==> src/rtl/evt_irq_pkg.sv <==
package evt_irq_pkg;
    localparam int NUM_SRC = 3;
    localparam int SRC_BUF = 0;
    localparam int SRC_DMA = 1;
    localparam int SRC_PIO = 2;

    typedef enum logic {
        REG_MASK = 1'b0,
        REG_STAT = 1'b1
    } reg_sel_e;
endpackage

==> src/rtl/evt_byte_thresh.sv <==
module evt_byte_thresh #(
    parameter int SMALL_BYTES = 32,
    parameter int LARGE_BYTES = 64
) (
    input  logic clk,
    input  logic rst_n,
    input  logic byte_i,
    input  logic sel_small_i,
    output logic hit_o
);
    localparam int CNT_W = $clog2(LARGE_BYTES);

    typedef struct packed {
        logic [CNT_W-1:0] cnt;
    } cnt_st_t;

    cnt_st_t st_d, st_q;
    logic [CNT_W:0] next_cnt;
    logic [CNT_W:0] limit;

    always_comb begin
        st_d     = st_q;
        hit_o    = 1'b0;
        limit    = sel_small_i ? (CNT_W+1)'(SMALL_BYTES) : (CNT_W+1)'(LARGE_BYTES);
        next_cnt = {1'b0, st_q.cnt} + 1'b1;
        if (byte_i) begin
            if (next_cnt >= limit) begin
                hit_o    = 1'b1;
                st_d.cnt = '0;
            end else begin
                st_d.cnt = next_cnt[CNT_W-1:0];
            end
        end
    end

    always_ff @(posedge clk or negedge rst_n) begin
        if (!rst_n) st_q <= '0;
        else        st_q <= st_d;
    end
endmodule

==> src/rtl/evt_stat_regs.sv <==
module evt_stat_regs
    import evt_irq_pkg::*;
#(
    parameter int N = NUM_SRC
) (
    input  logic         clk,
    input  logic         rst_n,
    input  logic [N-1:0] evt_i,
    input  logic         wr_en_i,
    input  reg_sel_e     sel_i,
    input  logic [N-1:0] wdata_i,
    output logic [N-1:0] stat_o,
    output logic [N-1:0] mask_o
);
    typedef struct packed {
        logic [N-1:0] stat;
        logic [N-1:0] mask;
    } reg_st_t;

    reg_st_t st_d, st_q;
    logic [N-1:0] clr;

    always_comb begin
        st_d = st_q;
        clr  = (wr_en_i && sel_i == REG_STAT) ? wdata_i : '0;
        for (int i = 0; i < N; i++) begin
            // A new event wins over a clear in the same cycle
            st_d.stat[i] = evt_i[i] | (st_q.stat[i] & ~clr[i]);
        end
        if (wr_en_i && sel_i == REG_MASK) st_d.mask = wdata_i;
    end

    always_ff @(posedge clk or negedge rst_n) begin
        if (!rst_n) st_q <= '0;
        else        st_q <= st_d;
    end

    assign stat_o = st_q.stat;
    assign mask_o = st_q.mask;
endmodule

==> src/rtl/evt_irq_merge.sv <==
module evt_irq_merge #(
    parameter int N = 3
) (
    input  logic [N-1:0] stat_i,
    input  logic [N-1:0] mask_i,
    output logic         irq_o
);
    logic [N-1:0] pend;

    for (genvar g = 0; g < N; g++) begin : g_pend
        assign pend[g] = stat_i[g] & ~mask_i[g];
    end

    assign irq_o = |pend;
endmodule

==> src/rtl/evt_irq_ctrl.sv <==
module evt_irq_ctrl
    import evt_irq_pkg::*;
#(
    parameter int DATA_W      = 8,
    parameter int SMALL_BYTES = 32,
    parameter int LARGE_BYTES = 64
) (
    input  logic              clk,
    input  logic              rst_n,
    input  logic              pio_done_i,
    input  logic              dma_done_i,
    input  logic              rx_byte_i,
    input  logic              thresh_small_i,
    input  logic              reg_wr_i,
    input  logic              reg_sel_i,
    input  logic [DATA_W-1:0] reg_wdata_i,
    output logic [DATA_W-1:0] reg_rdata_o,
    output logic              irq_o
);
    logic               buf_hit;
    logic [NUM_SRC-1:0] evt_w;
    logic [NUM_SRC-1:0] stat_w;
    logic [NUM_SRC-1:0] mask_w;
    reg_sel_e           sel_w;

    assign sel_w = reg_sel_e'(reg_sel_i);

    always_comb begin
        evt_w          = '0;
        evt_w[SRC_PIO] = pio_done_i;
        evt_w[SRC_DMA] = dma_done_i;
        evt_w[SRC_BUF] = buf_hit;
    end

    evt_byte_thresh #(
        .SMALL_BYTES(SMALL_BYTES),
        .LARGE_BYTES(LARGE_BYTES)
    ) u_thresh (
        .clk        (clk),
        .rst_n      (rst_n),
        .byte_i     (rx_byte_i),
        .sel_small_i(thresh_small_i),
        .hit_o      (buf_hit)
    );

    evt_stat_regs #(.N(NUM_SRC)) u_regs (
        .clk    (clk),
        .rst_n  (rst_n),
        .evt_i  (evt_w),
        .wr_en_i(reg_wr_i),
        .sel_i  (sel_w),
        .wdata_i(reg_wdata_i[NUM_SRC-1:0]),
        .stat_o (stat_w),
        .mask_o (mask_w)
    );

    evt_irq_merge #(.N(NUM_SRC)) u_merge (
        .stat_i(stat_w),
        .mask_i(mask_w),
        .irq_o (irq_o)
    );

    always_comb begin
        reg_rdata_o = '0;
        reg_rdata_o[NUM_SRC-1:0] = (sel_w == REG_STAT) ? stat_w : mask_w;
    end
endmodule

==> config.mk <==
export PLATFORM = sky130hd
export DESIGN_NAME = evt_irq_ctrl
export DESIGN_NICKNAME = d
export VERILOG_FILES = /design/src/rtl/evt_irq_pkg.sv /design/src/rtl/evt_byte_thresh.sv /design/src/rtl/evt_stat_regs.sv /design/src/rtl/evt_irq_merge.sv /design/src/rtl/evt_irq_ctrl.sv
export SDC_FILE = /design/constraint.sdc
export NUM_CORES = 1
export LEC_CHECK = 0
export BUFFER_PORTS_ARGS = -buffer_cell sky130_fd_sc_hd__buf_2
export CAP_MARGIN = 15
export CORE_MARGIN = 2
export CORE_UTILIZATION = 35
export CTS_CLUSTER_DIAMETER = 200
export DETAILED_ROUTE_END_ITERATION = 8
export PLACE_DENSITY_LB_ADDON = 0.15
export SYNTH_ARGS = -nofsm -noshare
export SYNTH_HDL_FRONTEND = slang
export SYNTH_SLANG_ARGS = --single-unit
==> constraint.sdc <==
create_clock -name clk -period 2.22 [get_ports clk]
set_clock_uncertainty 0.2 [all_clocks]
set_input_delay 0.555 -clock clk [delete_from_list [all_inputs] [get_ports clk]]
set_output_delay 0.555 -clock clk [all_outputs]
set_load 0.05 [all_outputs]
-- Word-level counts from Yosys, hierarchy flattened
Index checks and enable logic that the tools add are counted.
- flip-flop bits (word level): 12
- output and inout port bits: 9
- $add $sub $neg: 1
- order comparisons: 1
- multiplexer cells: 6
- bitwise operators: 16
- reduce and logical (&&, ||, !) cells: 3
- operators by type and width (operator ; count):
    6-bit by 1-bit adder with 7-bit output (second input constant) ; 1
    7-bit >= comparator ; 1
    7-bit two-way mux ; 1
    1-bit NOT ; 7
    1-bit AND ; 6
    3-bit two-way mux ; 2
    6-bit two-way mux ; 1
    1-bit bitwise OR ; 3
    3-bit OR reduction ; 1
    1-bit logical AND ; 2
    1-bit two-way mux ; 2

-- Longest topological paths before layout
Gate-level depths: netlist of run 1.
- word-level depth: 5
- mapped depth: 8
- depth with buffers taken out: 8

-- Cells and area by module
Synthesis of run 1 repeated with hierarchy kept, for this count alone.
- cells, all modules: 75
- area, all modules: 768.2 sq um
- modules (own cells, without submodules) (module ; times used ; cells an instance ; area an instance (sq um)):
    evt_byte_thresh ; 1 ; 46 ; 417.9
    evt_stat_regs ; 1 ; 16 ; 246.5
    evt_irq_ctrl ; 1 ; 9 ; 75.1
    evt_irq_merge ; 1 ; 4 ; 28.8

-- Worst setup path after synthesis of run 1
No wires, ideal clock.
- kind: reg-to-reg
- from: register u_thresh.st_q[0] (netlist bit)
- to: register u_regs.st_q, in the netlist u_regs.stat_o[0]
- library setup time: 0.121 ns
- arrival: 1.726 ns
- path slack: 0.173 ns
- cell stages (with the launch flop): 8
- clock period less this slack: 2.047 ns
- cell sequence: dfrtp_1 -> ha_1 -> nand2_1 -> nor2_1 -> ha_1 -> a21o_2 -> or2_1 -> a22o_1
- RTL lines (element ; RTL line ; source):
    start: declaration ; evt_byte_thresh.sv:17 ; cnt_st_t st_d, st_q;
    start signal: assignment ; evt_byte_thresh.sv:38 ; else st_q <= st_d;
    end signal: assignment ; evt_stat_regs.sv:35 ; else st_q <= st_d;
    end: declaration ; evt_stat_regs.sv:20 ; reg_st_t st_d, st_q;

==> flow_metrics.tcl, run 1 <==
set metrics [dict create \
    ys_warn_count 0 \
    min_period_ns 2.10 \
    synth_seq_cells 12 \
    synth_commonest_cells "dfrtp_1, mux2_2, nand3_1, buf_4" \
    fin_setup_tns_ns 0 \
    post-place-cells 117 \
    diodes 0 \
    syn_area_sq_um 721 \
    grt_pass1_wl_mm 2.54 \
    ir_drop_mv 0.483 \
    hold_path.startpoint "pio_done_i" \
    path_cells "ha_1 -> nand2_1 -> nor2_1 -> ha_1 -> a21o_2 -> or2_1 -> a22o_1" \
    path_common_cell "ha_1" \
    portBuffers 14 \
    fmax_ghz 0.477 \
    gp_congestion 0.848 \
    pin_count 25 \
    clk_pin_slew_worst_paths_ns 0.08 \
    rows 16 \
    setup_viol 0 \
    crit_buf_inv 0 \
    endpoint_kind "flip-flop" \
    stdcell_count 122 \
    setup_ws_ns 0.123 \
    coreArea_sq_mm 0.00194 \
    hold_viol 0 \
    clockRootBuffer "clkbuf_4" \
    wl_per_cell_microns 11.4 \
    synth.area.top_cells "dfrtp_1, mux2_2, buf_4" \
    powerDensity_mw_per_mm2 833 \
    layout-drive-gt1-share 0.368 \
    status "completed" \
    crit_arrival_ns 2.07 \
    clock_path_buffers 2 \
    drt_pass1_iterations 4 \
    grt_overflow 0 \
    hold_depth 2 \
    drt-total-wl_mm 1.39 \
    slowest_stage "dfrtp_2" \
    worstReg2RegEnd "u_regs.stat_o[0]" \
    post-place-ws_ns 0.124 \
    hold_path_class "input pin to flip-flop" \
    nets 115 \
    rsz0062_at_grt "no" \
    yosysSeqAreaShare 0.417 \
    cap_violations 0 \
    criticalPathCategory "flip-flop to flip-flop" \
    cts_made_buffers 3 \
    fin_crit_sh 0.945 \
    slew_viol_final 0 \
    holdPathEnd "u_regs.stat_o[2]" \
    synth_top_area_frac 0.417 \
    synth-edff-count 0 \
    postRouteAntennaNets 0 \
    antenna_found_initial 0 \
    die_w_microns 49.4 \
    ys.flop_type "dfrtp_1" \
    power_w 0.000742 \
    grt_usage 0.138 \
    clock_latency_ns 0.28 \
    start_kind "flip-flop" \
    fin_hold_ws_ns 0.246 \
    async_reset_ff_frac 1.00 \
    syn2layout_area_growth_pct 23.6 \
    r2r_slack_ns 0.12 \
    worst_ep_required_time_ns 2.19 \
    synth.avg_cell_area_sq_um 10.0 \
    via_count 580 \
    yosys.cell_count.top_type "dfrtp_1" \
    die_area_sq_mm 0.00244 \
    cts_tree "done" \
    p_leak_nw 0.401 \
    start_util 0.371 \
    grt_pass1_vias 542 \
    drc_errors 0 \
    reg2reg_from "u_thresh.st_q[1]" \
    syn_inst 72 \
    viasPerCell 4.75 \
    grt_max_degree 13 \
    cts_max_level 1 \
    synth_area_leader_cell "dfrtp_1" \
    worst_path_dominant_cell_family "adder cells" \
    r2r_cells 7 \
    cp_max_fo 6 \
    synth_cell_types 28 \
    dp_hpwl_mm 1.09 \
    cts.sinks 12 \
    crit_path_max_incr_delay_ns 0.45 \
    fp.dieH_microns 49.4 \
    drt_iter0_markers 9 \
]
what timing repair did:
item	CTS	global route
endpoints found under the hold margin	12	0
hold buffers	1	0
setup endpoints to repair	0	2
buffers inserted	0	0
gates resized for setup	0	1
routing by layer:
| layer | wire, microns | track usage | vias to the layer above |
|---|---|---|---|
| met5 | 0 | 0 | - |
| met4 | 15 | 0.0417 | 0 |
| met3 | 58 | 0.0583 | 2 |
| met2 | 589 | 0.191 | 11 |
| met1 | 725 | 0.193 | 262 |
| li1 | - | - | 305 |
metrics by stage:
step | utilization | cell area [sq um]
3_5_place_dp | 0.434 | 843
6_report | 0.459 | 891
4_1_cts | 0.458 | 890
5_1_grt | 0.459 | 891
3_3_place_gp | 0.434 | 843
2_1_floorplan | - | 736
report_power, final:
group	internal (W)	switching, W	total [W]
Clock	0.0000997	0.0000765	0.000176
Combinational	0.000113	0.000154	0.000268
Sequential	0.000263	0.0000350	0.000298
cells in the final DEF, fill, tap and decap left out:
| cell | Yosys | final |
|---|---|---|
| dlygate4sd3_1 | 0 | 1 |
| buf_2 | 0 | 14 |
| dfrtp_1 | 12 | 11 |
| dfrtp_2 | 0 | 1 |
| o2bb2ai_1 | 3 | 3 |
| conb_1 | 1 | 5 |
| nor2b_1 | 1 | 1 |
| inv_2 | 1 | 1 |
| o31ai_1 | 2 | 2 |
| nand2b_1 | 1 | 1 |
| mux2_2 | 7 | 7 |
| a21oi_2 | 1 | 1 |
| a21oi_1 | 2 | 2 |
| a211oi_1 | 1 | 1 |
| o221ai_1 | 1 | 1 |
| o21ai_0 | 1 | 1 |
| ha_1 | 3 | 3 |
| a22o_1 | 2 | 2 |
| xnor2_1 | 1 | 1 |
| nand4_1 | 2 | 2 |
| nand3_1 | 6 | 6 |
| inv_1 | 3 | 3 |
| clkbuf_4 | 0 | 3 |
| nor3_1 | 4 | 4 |
| clkbuf_8 | 0 | 1 |
| nor2_1 | 2 | 2 |
| or2_1 | 1 | 1 |
| a21o_1 | 2 | 2 |
| buf_4 | 5 | 6 |
| a211o_1 | 1 | 1 |
| nand2_1 | 4 | 4 |
| a21o_2 | 1 | 1 |
cells by family (layout without fill, tap and decap cells):
group	Yosys count	after routing	synth area share
simple gates	21	21	0.144
other cells	1	5	0.00520
buf+inv	10	29	0.0781
compound gates	17	17	0.182
fa+ha+maj	3	3	0.0521
flops	12	12	0.417
mux	7	7	0.109
xor+xnor	1	1	0.0122
area by class of cell:
cell class	instances	area (sq um)
Sequential cell	12	302
Fill cell	199	1050
Clock buffer	4	36.3
Multi-Input combinational cell	54	379
Inverter	4	15.0
Tap cell	27	33.8
Timing Repair Buffer	21	125
flip-flops by register name, summed over array words and instances, names as in the netlist:
name           count
u_thresh.st_q      6
u_regs.mask_o      3
u_regs.stat_o      3
worst max-delay path by stage:
stage | start | to | slack (ns) | cells past startpoint
after detailed placement | u_thresh.st_q[1] | u_regs.stat_o[0] | 0.12 | 7
after global placement | u_thresh.st_q[1] | u_regs.stat_o[0] | 0.14 | 7
after global routing | u_thresh.st_q[1] | u_regs.stat_o[0] | 0.02 | 8
final | u_thresh.st_q[1] | u_regs.stat_o[0] | 0.12 | 7
after floorplan | u_thresh.st_q[0] | u_regs.stat_o[0] | 0.17 | 7
after CTS | u_thresh.st_q[1] | u_regs.stat_o[0] | 0.11 | 7
No activity file was read; power rests on OpenSTA's default activity.
==> run 2, diff against run 1 <==
--- a/config.mk
+++ b/config.mk
@@ -11,7 +11,9 @@
 export CORE_UTILIZATION = 35
 export CTS_CLUSTER_DIAMETER = 200
 export DETAILED_ROUTE_END_ITERATION = 8
+export MAX_ROUTING_LAYER = met4
 export PLACE_DENSITY_LB_ADDON = 0.15
+export RECOVER_POWER = 50
 export SYNTH_ARGS = -nofsm -noshare
 export SYNTH_HDL_FRONTEND = slang
 export SYNTH_SLANG_ARGS = --single-unit
==> flow_metrics.tcl, run 2 (synthesis results as in run 1) <==
set metrics [dict create \
    hold_depth 2 \
    power_w 0.000741 \
    endpoint_kind "output port" \
    worstSetupPathDepth 3 \
    cts_made_buffers 3 \
    largest_register_ffs 6 \
    cts_tree "done" \
    hold_viol 0 \
    fp.dieH_microns 49.4 \
    drt_pass1_iterations 4 \
    drt_iter0_markers 9 \
    r2r_cells 7 \
    final_cell_mix "buf_2, dfrtp_1, mux2_2" \
    path_cells "clkbuf_1 -> mux2_2 -> buf_2" \
    worst_path_dominant_cell_family "buffers and inverters" \
    p_leak_nw 0.396 \
    viasPerCell 4.77 \
    cp_max_fo 7 \
    ir_drop_mv 0.483 \
    criticalPathCategory "input pin to output port" \
    crit_path_max_incr_delay_ns 0.38 \
    powerDensity_mw_per_mm2 835 \
    clk_pin_slew_worst_paths_ns 0.08 \
    pin_count 25 \
    gp_congestion 0.862 \
    portBuffers 14 \
    grt_pass1_wl_mm 2.54 \
    fin_crit_sh 0.972 \
    fillCellCount 201 \
    layout-drive-gt1-share 0.347 \
    wl_per_cell_microns 11.4 \
    clockRootBuffer "clkbuf_4" \
    clock_latency_ns 0.28 \
    die_area_sq_mm 0.00244 \
    cts.sinks 12 \
    slowest_stage "mux2_2" \
    slew_viol_final 0 \
    setup_viol 0 \
    fin_setup_tns_ns 0 \
    syn2layout_area_growth_pct 23.3 \
    dp_hpwl_mm 1.09 \
    diodes 0 \
    worstMarginPinSlew_ns 0.667 \
    postRouteAntennaNets 0 \
    cts_max_level 1 \
    grt_max_degree 13 \
    clock_path_buffers 2 \
    rsz0062_at_grt "no" \
    min_period_ns 2.16 \
    worst_ep_required_time_ns 1.46 \
    start_util 0.371 \
    cap_violations 0 \
    grt_overflow 0 \
    die_w_microns 49.4 \
    largest-register "u_thresh.st_q" \
    drc_errors 0 \
    rows 16 \
    final_common_cell "buf_2" \
    grt_pass1_vias 542 \
    crit_arrival_ns 1.40 \
    nets 115 \
    coreArea_sq_mm 0.00194 \
    grt_usage 0.142 \
    via_count 582 \
    crit_buf_inv 2 \
    fmax_ghz 0.464 \
    status "completed" \
    slew_headroom 0.556 \
    hold_path_class "input pin to flip-flop" \
    antenna_found_initial 0 \
    start_kind "input pin" \
    drt-total-wl_mm 1.39 \
]
[run 2: changes by cell type in the layout (fill, tap and decap cells not counted)]
| cell | previous run | this run |
|---|---|---|
| buf_2 | 14 | 12 |
| clkbuf_1 | 0 | 2 |
[run 2: final timing paths]
| check | startpoint | to | slack [ns] |
|---|---|---|---|
| max | reg_sel_i | reg_rdata_o[0] | 0.06 |
| min | pio_done_i | u_regs.stat_o[2] | 0.25 |
| max reg2reg | u_thresh.st_q[1] | u_regs.stat_o[0] | 0.12 |
| min reg2reg | u_regs.stat_o[1] | u_regs.stat_o[1] | 0.31 |
| max in group asynchronous | rst_n | u_thresh.st_q[1] | 0.74 |
| min in group asynchronous | rst_n | u_thresh.st_q[2] | 0.61 |
[run 2: metrics by stage]
stage / instance area [sq um] / setup WS [ns] / utilization / hold WS, ns / instances
floorplan: 736 / 0.173 / - / 0.0594 / 76
global placement: 843 / 0.144 / 0.434 / 0.253 / 117
detailed placement: 843 / 0.124 / 0.434 / 0.253 / 117
CTS: 890 / 0.114 / 0.458 / 0.243 / 122
global route: 888 / 0.0132 / 0.457 / 0.245 / 122
finish: 888 / 0.0628 / 0.457 / 0.246 / 122
[run 2: repair_timing]
action / in CTS / in global routing
hold buffers: 1 / 0
resized for setup: 0 / 1
hold endpoints to repair: 12 / 0
setup endpoints to repair: 0 / 2
buffers inserted: 0 / 0
[run 2: per-layer routing]
metal  GRT usage  part of all wire  vias to the layer above
met4      0.0417             0.011                        0
met1       0.193              0.52                      264
met5           -                 0                        -
met2       0.191              0.43                       11
li1            -                 -                      305
met3      0.0583             0.042                        2
[run 2: power by group]
group          switching (W)  total [W]  internal (W)
sequential         0.0000353   0.000298      0.000263
clock              0.0000766   0.000176     0.0000997
combinational       0.000154   0.000267      0.000113
total               0.000266   0.000741      0.000475
[run 2: cell type report]
class                   count  area [sq um]  area share
inverters                   4          15.0      0.0169
multi-input cells          54           379       0.427
flip-flops and latches     12           302       0.339
clock buffers               4          36.3      0.0408
repair buffers             21           123       0.138
well taps                  27          33.8      0.0380
